[config.mk]
export PLATFORM = sky130hd
export DESIGN_NAME = route_spec_arb
export DESIGN_NICKNAME = d
export VERILOG_FILES = /design/src/rtl/route_arb_pkg.sv /design/src/rtl/route_pick.sv /design/src/rtl/route_scoreboard.sv /design/src/rtl/route_decide.sv /design/src/rtl/route_spec_arb.sv
export SDC_FILE = /design/constraint.sdc
export NUM_CORES = 1
export LEC_CHECK = 0
export BUFFER_PORTS_ARGS = -buffer_cell sky130_fd_sc_hd__buf_4
export CAP_MARGIN = 15
export CORE_MARGIN = 2
export CORE_UTILIZATION = 55
export CTS_CLUSTER_DIAMETER = 50
export DETAILED_ROUTE_END_ITERATION = 12
export GPL_ROUTABILITY_DRIVEN = 0
export PLACE_DENSITY = 0.83
export SYNTH_ARGS = -nofsm -noshare
export SYNTH_HDL_FRONTEND = slang
export SYNTH_HIERARCHICAL = 1
export SYNTH_SLANG_ARGS = --single-unit
[constraint.sdc]
create_clock -name clk -period 4.9 [get_ports clk]
set_input_delay 0.245 -clock clk [delete_from_list [all_inputs] [get_ports clk]]
set_output_delay 0.245 -clock clk [all_outputs]
set_load 0.03 [all_outputs]
[src/rtl/route_arb_pkg.sv]
package route_arb_pkg;
   // Source of a routing decision as seen on dec_from_queue.
   typedef enum logic {
      SRC_PORT  = 1'b0,
      SRC_QUEUE = 1'b1
   } route_src_e;
endpackage

[src/rtl/route_pick.sv]
// Lowest-index-first selector over a request vector.
module route_pick #(
   parameter int N = 8,
   parameter int W = $clog2(N)
) (
   input  logic [N-1:0] req,
   output logic         any,
   output logic [W-1:0] idx
);
   if (N < 2) begin : g_bad_n
      $error("route_pick: N must be at least 2");
   end

   always_comb begin
      any = |req;
      idx = '0;
      for (int i = N - 1; i >= 0; i--) begin
         if (req[i]) idx = W'(i);
      end
   end
endmodule

[src/rtl/route_scoreboard.sv]
// Queue occupancy with one requested-port code per slot.
module route_scoreboard #(
   parameter int SLOTS  = 8,
   parameter int PORTS  = 4,
   parameter int SLOT_W = $clog2(SLOTS),
   parameter int PORT_W = $clog2(PORTS)
) (
   input  logic                    clk,
   input  logic                    rst_n,
   input  logic                    ins_valid,
   input  logic [PORT_W-1:0]       ins_port,
   input  logic                    rm_valid,
   input  logic [SLOT_W-1:0]       rm_slot,
   output logic [PORTS-1:0]        true_vec,
   output logic [PORTS*SLOT_W-1:0] slot_of_port,
   output logic                    full
);
   logic [SLOTS-1:0]  occ_q;
   logic [PORT_W-1:0] code_q [SLOTS];
   logic              free_any;
   logic [SLOT_W-1:0] free_slot;

   route_pick #(.N(SLOTS), .W(SLOT_W)) u_free (
      .req (~occ_q),
      .any (free_any),
      .idx (free_slot)
   );

   always_ff @(posedge clk or negedge rst_n) begin
      if (!rst_n) begin
         occ_q <= '0;
         for (int s = 0; s < SLOTS; s++) code_q[s] <= '0;
      end else begin
         for (int s = 0; s < SLOTS; s++) begin
            if (rm_valid && rm_slot == SLOT_W'(s)) occ_q[s] <= 1'b0;
            if (ins_valid && free_any && free_slot == SLOT_W'(s)) begin
               occ_q[s]  <= 1'b1;
               code_q[s] <= ins_port;
            end
         end
      end
   end

   assign full = &occ_q;

   // One lookup per output port: does any slot want it, and which one first.
   for (genvar p = 0; p < PORTS; p++) begin : g_port
      logic [SLOTS-1:0]  want;
      logic [SLOT_W-1:0] first;
      always_comb begin
         for (int s = 0; s < SLOTS; s++) begin
            want[s] = occ_q[s] && (code_q[s] == PORT_W'(p));
         end
      end
      route_pick #(.N(SLOTS), .W(SLOT_W)) u_first (
         .req (want),
         .any (true_vec[p]),
         .idx (first)
      );
      assign slot_of_port[p*SLOT_W +: SLOT_W] = first;
   end
endmodule

[src/rtl/route_decide.sv]
// Combinational decision: queue over inputs, lowest index first.
module route_decide
   import route_arb_pkg::*;
#(
   parameter int PORTS  = 4,
   parameter int INPUTS = 4,
   parameter int SLOT_W = 3,
   parameter int PORT_W = 2,
   parameter int IN_W   = 2,
   parameter int IDX_W  = 3
) (
   input  logic [PORTS-1:0]         cand_vec,
   input  logic [PORTS-1:0]         out_free,
   input  logic [PORTS*SLOT_W-1:0]  slot_of_port,
   input  logic                     q_full,
   input  logic [INPUTS-1:0]        in_req,
   input  logic [INPUTS*PORT_W-1:0] in_port,
   output logic                     hit,
   output route_src_e               src,
   output logic [IDX_W-1:0]         index,
   output logic [PORT_W-1:0]        port
);
   logic              q_any, i_any;
   logic [PORT_W-1:0] q_port;
   logic [IN_W-1:0]   i_sel;
   logic [INPUTS-1:0] in_ok;

   route_pick #(.N(PORTS), .W(PORT_W)) u_qport (
      .req (cand_vec & out_free),
      .any (q_any),
      .idx (q_port)
   );

   for (genvar i = 0; i < INPUTS; i++) begin : g_in
      assign in_ok[i] = in_req[i] & out_free[in_port[i*PORT_W +: PORT_W]];
   end

   route_pick #(.N(INPUTS), .W(IN_W)) u_inp (
      .req (in_ok),
      .any (i_any),
      .idx (i_sel)
   );

   always_comb begin
      hit   = 1'b0;
      src   = SRC_PORT;
      index = '0;
      port  = '0;
      if (q_any) begin
         hit   = 1'b1;
         src   = SRC_QUEUE;
         index = IDX_W'(slot_of_port[q_port*SLOT_W +: SLOT_W]);
         port  = q_port;
      end else if (i_any && !q_full) begin
         hit   = 1'b1;
         src   = SRC_PORT;
         index = IDX_W'(i_sel);
         port  = in_port[i_sel*PORT_W +: PORT_W];
      end
   end
endmodule

[src/rtl/route_spec_arb.sv]
// Routing arbiter that decides on last cycle's request vector and
// confirms the guess one cycle later.
module route_spec_arb
   import route_arb_pkg::*;
#(
   parameter int SLOTS      = 8,
   parameter int PORTS      = 4,
   parameter int INPUTS     = 4,
   parameter int QROUTE_CYC = 3,
   localparam int SLOT_W = $clog2(SLOTS),
   localparam int PORT_W = $clog2(PORTS),
   localparam int IN_W   = $clog2(INPUTS),
   localparam int IDX_W  = (SLOT_W > IN_W) ? SLOT_W : IN_W
) (
   input  logic                     clk,
   input  logic                     rst_n,
   input  logic                     ins_valid,
   input  logic [PORT_W-1:0]        ins_port,
   input  logic [INPUTS-1:0]        in_req,
   input  logic [INPUTS*PORT_W-1:0] in_port,
   input  logic [PORTS-1:0]         out_free,
   output logic                     dec_valid,
   output logic                     dec_from_queue,
   output logic [IDX_W-1:0]         dec_index,
   output logic [PORT_W-1:0]        dec_port,
   output logic                     mispredict
);
   localparam int HOLD_W = $clog2(QROUTE_CYC + 1);

   if (SLOTS < 2 || PORTS < 2 || INPUTS < 2) begin : g_bad_size
      $error("route_spec_arb: SLOTS, PORTS and INPUTS must be at least 2");
   end
   if (QROUTE_CYC < 2) begin : g_bad_hold
      $error("route_spec_arb: QROUTE_CYC below 2 lets a stale request be picked");
   end

   logic [PORTS-1:0]        true_vec;
   logic [PORTS*SLOT_W-1:0] slot_of_port;
   logic                    q_full;

   // Two registered copies of the true vector: one feeds the guess path,
   // the other the check and the correction path.
   logic [PORTS-1:0]  pred_q, chk_q, used_q, use_vec;
   logic              att_q, att, blk;
   logic              hit, hit_q;
   route_src_e        src, src_q;
   logic [IDX_W-1:0]  idx, idx_q;
   logic [PORT_W-1:0] prt, prt_q;
   logic [HOLD_W-1:0] hold_q;
   logic              q_route;

   route_scoreboard #(.SLOTS(SLOTS), .PORTS(PORTS)) u_sb (
      .clk          (clk),
      .rst_n        (rst_n),
      .ins_valid    (ins_valid),
      .ins_port     (ins_port),
      .rm_valid     (q_route),
      .rm_slot      (idx_q[SLOT_W-1:0]),
      .true_vec     (true_vec),
      .slot_of_port (slot_of_port),
      .full         (q_full)
   );

   // Verification of last cycle's guess, and the 2:1 vector select.
   assign mispredict     = att_q && (used_q != chk_q);
   assign dec_valid      = att_q && !mispredict && hit_q;
   assign dec_from_queue = (src_q == SRC_QUEUE);
   assign dec_index      = idx_q;
   assign dec_port       = prt_q;
   assign q_route        = dec_valid && (src_q == SRC_QUEUE);
   assign use_vec        = mispredict ? chk_q : pred_q;
   assign blk            = q_route || (hold_q != '0);
   assign att            = !blk;

   route_decide #(
      .PORTS(PORTS), .INPUTS(INPUTS), .SLOT_W(SLOT_W),
      .PORT_W(PORT_W), .IN_W(IN_W), .IDX_W(IDX_W)
   ) u_dec (
      .cand_vec     (use_vec),
      .out_free     (out_free),
      .slot_of_port (slot_of_port),
      .q_full       (q_full),
      .in_req       (in_req),
      .in_port      (in_port),
      .hit          (hit),
      .src          (src),
      .index        (idx),
      .port         (prt)
   );

   always_ff @(posedge clk or negedge rst_n) begin
      if (!rst_n) begin
         pred_q <= '0;
         chk_q  <= '0;
         used_q <= '0;
         att_q  <= 1'b0;
         hit_q  <= 1'b0;
         src_q  <= SRC_PORT;
         idx_q  <= '0;
         prt_q  <= '0;
         hold_q <= '0;
      end else begin
         pred_q <= true_vec;
         chk_q  <= true_vec;
         used_q <= use_vec;
         att_q  <= att;
         hit_q  <= hit;
         src_q  <= src;
         idx_q  <= idx;
         prt_q  <= prt;
         if (q_route)             hold_q <= HOLD_W'(QROUTE_CYC - 1);
         else if (hold_q != '0)   hold_q <= hold_q - 1'b1;
      end
   end
endmodule

# Yosys cells after proc, flatten, opt, wreduce, memory -nomap -nowiden
# Index checks and enable logic that the tools add are counted.
[totals]
regBits = 42
elab_cells = 244
[op_classes]
bitwise = 6
eq_ne = 39
n_lt_le_gt_ge = 4
mux = 81
shifts = 2
reduce_logical = 86
multipliers = 1
n_addsub = 1
[ops]
columns = ["op", "n"]
rows = [
  ["$mux W3", 41],
  ["$logic_and A1 B1 Y1", 54],
  ["$reduce_or A8 Y1", 5],
  ["$eq A2 B2 Y1 const B", 16],
  ["$mux W2", 13],
  ["$eq A3 B3 Y1 const B", 8],
  ["$mux W1", 23],
  ["$reduce_bool A2 Y1", 10],
  ["$eq A2 B1 Y1 const B", 8],
  ["$logic_not A2 Y1", 8],
  ["$eq A3 B2 Y1 const B", 4],
  ["$lt A2 B3 Y1 const B", 4],
  ["$shiftx A12 B5 Y3", 1],
  ["$bmux W1 S2", 4],
  ["$not A8 Y8", 1],
  ["$reduce_and A8 Y1", 1],
  ["$reduce_or A4 Y1", 2],
  ["$shiftx A8 B4 Y2", 1],
  ["$eq A3 B1 Y1 const B", 2],
  ["$logic_not A3 Y1", 2],
  ["$and A1 B1 Y1", 4],
  ["$and A4 B4 Y4", 1],
  ["$mul A2 B2 Y4 const B", 1],
  ["$ne A4 B4 Y1", 1],
  ["3 further kinds", 5],
]

# Longest topological paths before layout
[logic_depth]
depth_word = 12
depth_mapped = 7
mapped_depth_nobuf = 7

# Cells and area by module
# Netlist, hierarchy kept.
[modules_own_cells]
columns = ["mod", "n_inst", "seq_area_each_um2", "cells_per_inst", "area_per_inst_um2"]
rows = [
  ["route_scoreboard", 1, 600.6, 125, 1257.5],
  ["route_spec_arb", 1, 450.4, 36, 580.6],
  ["route_pick (u_sb.g_port[0].u_first ...)", 5, 0.0, 13, 81.3],
  ["route_decide", 1, 0.0, 25, 312.8],
  ["route_pick (u_dec.u_inp ...)", 2, 0.0, 7, 35.0],
]

# Worst setup path after synthesis
# No wires, ideal clock.
[synth_timing]
path_kind = "input -> register"
startpoint = "in in_port[0]"
endpoint = "reg prt_q[1] (netlist: dec_port[1])"
setup_slack_ns = 2.799
n_path_buf = 0
cell_stages = 5
arrival_ns = 1.980
required_time_ns = 4.779
path_cell_list = "mux4_2 > and2_1 > nor3_1 > mux4_2 > a22o_1"
[synth_via]
elab_chain_len = 7
elab_cells_between_ends = 9
[synth_rtl]
columns = ["item", "line_no", "text"]
rows = [
  ["start, declared", "route_spec_arb.sv:20", "input logic [INPUTS*PORT_W-1:0] in_port,"],
  ["$bmux W1 S2", "route_decide.sv:35", "assign in_ok[i] = in_req[i] & out_free[in_port[i*PORT_W +: PORT_W]];"],
  ["$mux W1 (implied by the code)", "route_decide.sv:35", ""],
  ["$and A1 B1 Y1", "route_decide.sv:35", ""],
  ["net u_dec.in_ok[0]", "route_decide.sv:26", "logic [INPUTS-1:0] in_ok;"],
  ["$mux W2", "route_pick.sv:18", "if (req[i]) idx = W'(i);"],
  ["net u_dec.i_sel[1]", "route_decide.sv:25", "logic [IN_W-1:0] i_sel;"],
  ["$shiftx A8 B4 Y2", "route_decide.sv:58", "port = in_port[i_sel*PORT_W +: PORT_W];"],
  ["$mux W2", "route_decide.sv:54", "end else if (i_any && !q_full) begin"],
  ["$mux W2", "route_decide.sv:49", "if (q_any) begin"],
  ["net prt[1]", "route_spec_arb.sv:48", "logic [PORT_W-1:0] prt, prt_q;"],
  ["end signal, assigned", "route_spec_arb.sv:110", "prt_q <= prt;"],
  ["end, declared", "route_spec_arb.sv:48", ""],
]
# The timed path passes the listed nets, and every way through them passes these cells. The select of a mux whose other input is x is not followed.
# A chain may end at the register's enable or synchronous reset.

# Worst setup path after layout
[layout_timing]
startpoint = "reg u_sb.occ_q[2]"
endpoint = "reg u_sb/code_q[1] (netlist bit)"
[layout_via]
elab_chain_len = 6
elab_cells_between_ends = 8
[layout_rtl]
columns = ["item", "line_no", "text"]
rows = [
  ["start, declared", "route_scoreboard.sv:18", "logic [SLOTS-1:0] occ_q;"],
  ["start signal, assigned", "route_scoreboard.sv:31", "occ_q <= '0;"],
  ["start signal, assigned by index", "route_scoreboard.sv:35", "if (rm_valid && rm_slot == SLOT_W'(s)) occ_q[s] <= 1'b0;"],
  ["start signal, assigned by index", "route_scoreboard.sv:37", "occ_q[s] <= 1'b1;"],
  ["$not A8 Y8", "route_scoreboard.sv:24", ".req (~occ_q),"],
  ["$mux W3 (3 in series)", "route_pick.sv:18", ""],
  ["net u_sb.free_slot[0]", "route_scoreboard.sv:21", "logic [SLOT_W-1:0] free_slot;"],
  ["$eq A3 B3 Y1", "route_scoreboard.sv:36", "if (ins_valid && free_any && free_slot == SLOT_W'(s)) begin"],
  ["$logic_and A1 B1 Y1", "route_scoreboard.sv:36", ""],
  ["end signal, assigned by index", "route_scoreboard.sv:38", "code_q[s] <= ins_port;"],
  ["end, declared", "route_scoreboard.sv:19", "logic [PORT_W-1:0] code_q [SLOTS];"],
]
# The timed path passes the listed nets, and every way through them passes these cells.

==> results.md <==
* Non-filler cells, final at 356
* Clk_skew at 0.00585 ns
* Min Tclk post-route at 2.35 ns
* Avg Cell Area, Syn at 9.92 um2
* Commonest non-fill, non-tap cell in the layout: dfrtp_1
* Startpoint types: flop
* Synth Instances at 265
* Post-synth ARST share at 100%
* GRT Residual Overflow at 0
* DR pass1 iterations at 4
* CP cell instances: inv_1 > o41ai_1 > nand2_1 > nor2_1 > mux2_2
* CP Class: flop to flop
* Most frequent cells in the layout: dfrtp_1, nor2_1, buf_4
* Chip Height at 73.1 um
* Final period util at 47.9%
* CTS resizes at 0
* Syn nets at 287
* Vias in the first global route at 2,159
* Placed insts at 347
* All-Layer GR Usage at 24.5%
* FF+latch count, synth at 42
* Synthesized cell area at 0.00263 mm2
* Primary FF master, synth: dfrtp_1
* Syn. warnings at 6
* Nets at 323
* Static Leak at 1.33 nW
* Metal-1 WL at 2490 um
* RSZ-0062 raised after global routing: no
* Vias at 2,178
* Worst-path fanout max at 5
* Slowest cell delay on critical path at 0.78 ns
* Hold_ws at 0.257 ns
* Initial antenna violation count at 0
* Max Cap Viol at 0
* Initial Util at 56.4%
* CTS Hold Buffers Added at 1
* Slew Viols, Final at 0
* Row count at 25
* DIE AREA at 0.00535 mm2
* Post-DP HPWL at 4650 um
* Outcome: finished clean
* DRT Wirelength at 5980 um
* # diodes at 0
* Clk sinks at 42
* Layout cell share with drive strength beyond 1 at 24.2%
* PD cells at 698 mW/mm2
* First-pass GRT wire length at 9880 um
* Worst slew pin tran at 0.807 ns
* Peak VDD IR at 0.434 mV
* Hold crit path type: input pin to flop
* Reg2reg setup slack at 2.55 ns
* Placed inst area at 0.00291 mm2
* Area delta synth->final at 15.1%
* Fmax at 0.426 GHz
* Initial drt markers at 184
* Clk slew on worst S/H paths at 0.08 ns
* CTS tree: yes
* Slowest-stage cell, CP: o41ai_1
* Metal3 WL at 401 um
* Design area at 0.00303 mm2
* Port Buf Inserts at 28
* Max layer used: met4
* Slew margin rel. at 45.5%
* EDFF count, synth at 0
* Final setup viols at 0
* WP data required at 5.08 ns
* Critical Path AT at 2.53 ns
* Post-CTS Setup Repair Bufs at 0
* Clock latency on the worst-skew pair at 0.29 ns
* I/O pin count at 29
* Total CTS buffers at 5
* Placeable Area at 0.00466 mm2
* CTS root buffer: clkbuf_8
* Final Hold Fails at 0
* Post-synthesis sequential area ratio at 40.0%
* Largest net degree at the start of global routing at 43
* Per-cell routed wire length at 16.8 um
* Yosys cell types at 35
* Metal2 WL at 2960 um
* Final TNS setup at 0 ns
* CP Capture Type: flop
* Die width at 73.1 um
* H-Tree Depth at 2
* Drt drc at 0
* Post-route ant nets at 0
* Clock Tree Buf Depth at 2
* Vias/cell at 6.12
==> kinds of logic (layout without fill, tap and decap cells) <==
logic type      after synthesis  in the layout  synth area share (%)
fa+ha+maj                     1              1                 0.476
simple gates                129            129                  28.2
mux                          26             26                  15.3
compound gates               44             44                  11.8
buf+inv                      18             55                  2.57
flops                        42             42                  40.0
xor+xnor                      5              5                  1.67
==> layout make-up <==
type,count,area [um2]
Inverter,18,67.6
Tap cell,54,67.6
Fill cell,367,1640
Clock buffer,6,72.6
Clock inverter,2,37.5
Sequential cell,42,1050
Timing Repair Buffer,29,220
Multi-Input combinational cell,205,1510
==> state kept, by name, indices dropped and copies added, names as in the netlist, 2 cells and up <==
register     flops
u_sb/occ_q       8
used_q           4
u_sb/code_q     16
dec_port         2
chk_q            4
dec_index        3
hold_q           2
==> where the power goes <==
group | switching (mW) | total (mW) | internal, mW
Clock | 0.117 | 0.269 | 0.152
Sequential | 0.156 | 0.649 | 0.494
Combinational | 0.633 | 1.19 | 0.559
==> worst max-delay path, delay by kind of cell (launching register included) <==
family          cells  cell delay (ns)
compound gates      1             0.78
simple gates        2             0.47
flops               1             0.46
mux                 1             0.37
buf+inv             1             0.15
==> per-stage QoR <==
stage / total power, mW / setup slack (ns) / util [%]
3_3_place_gp: 1.78 / 2.57 / 62.3
6_report: 2.11 / 2.55 / 64.9
4_1_cts: 2.10 / 2.59 / 64.9
2_1_floorplan: 1.53 / 2.80 / -
5_1_grt: 2.28 / 2.40 / 64.9
3_5_place_dp: 1.83 / 2.54 / 62.3
==> per-layer routing <==
metal  global-route usage [%]  up-vias
met5                        0        -
met4                     8.02        0
met3                     5.11       12
met2                     40.7       90
met1                     31.8     1043
li1                         -     1033
==> cell usage after synthesis (all sizes together), types with 7 or more instances <==
library cell	number	area share (%)
nor3	10	1.9
mux4	9	7.7
and3	8	1.9
dfrtp	42	40
nor2b	7	1.7
o21ai	8	1.5
nand3	9	1.9
a21oi	7	1.6
inv	18	2.6
nor2	37	5.3
mux2	17	7.6
and2	10	2.4
nand2	16	2.3
nor3b	9	2.6
==> worst paths after layout <==
kind,from,endpoint,depth (start not counted)
max in group asynchronous,rst_n,used_q[2]$_DFF_PN0_,2
setup reg to reg,u_sb/occ_q[2]$_DFFE_PN0P_,u_sb/code_q[1]$_DFFE_PN0P_,5
hold reg to reg,chk_q[2]$_DFF_PN0_,used_q[2]$_DFF_PN0_,0
min in group asynchronous,rst_n,hold_q[0]$_DFFE_PN0P_,2
setup / recovery,u_sb/occ_q[2]$_DFFE_PN0P_,u_sb/code_q[1]$_DFFE_PN0P_,5
hold / removal,ins_port[1],u_sb/code_q[11]$_DFFE_PN0P_,2
No activity file was read; power rests on OpenSTA's default activity.
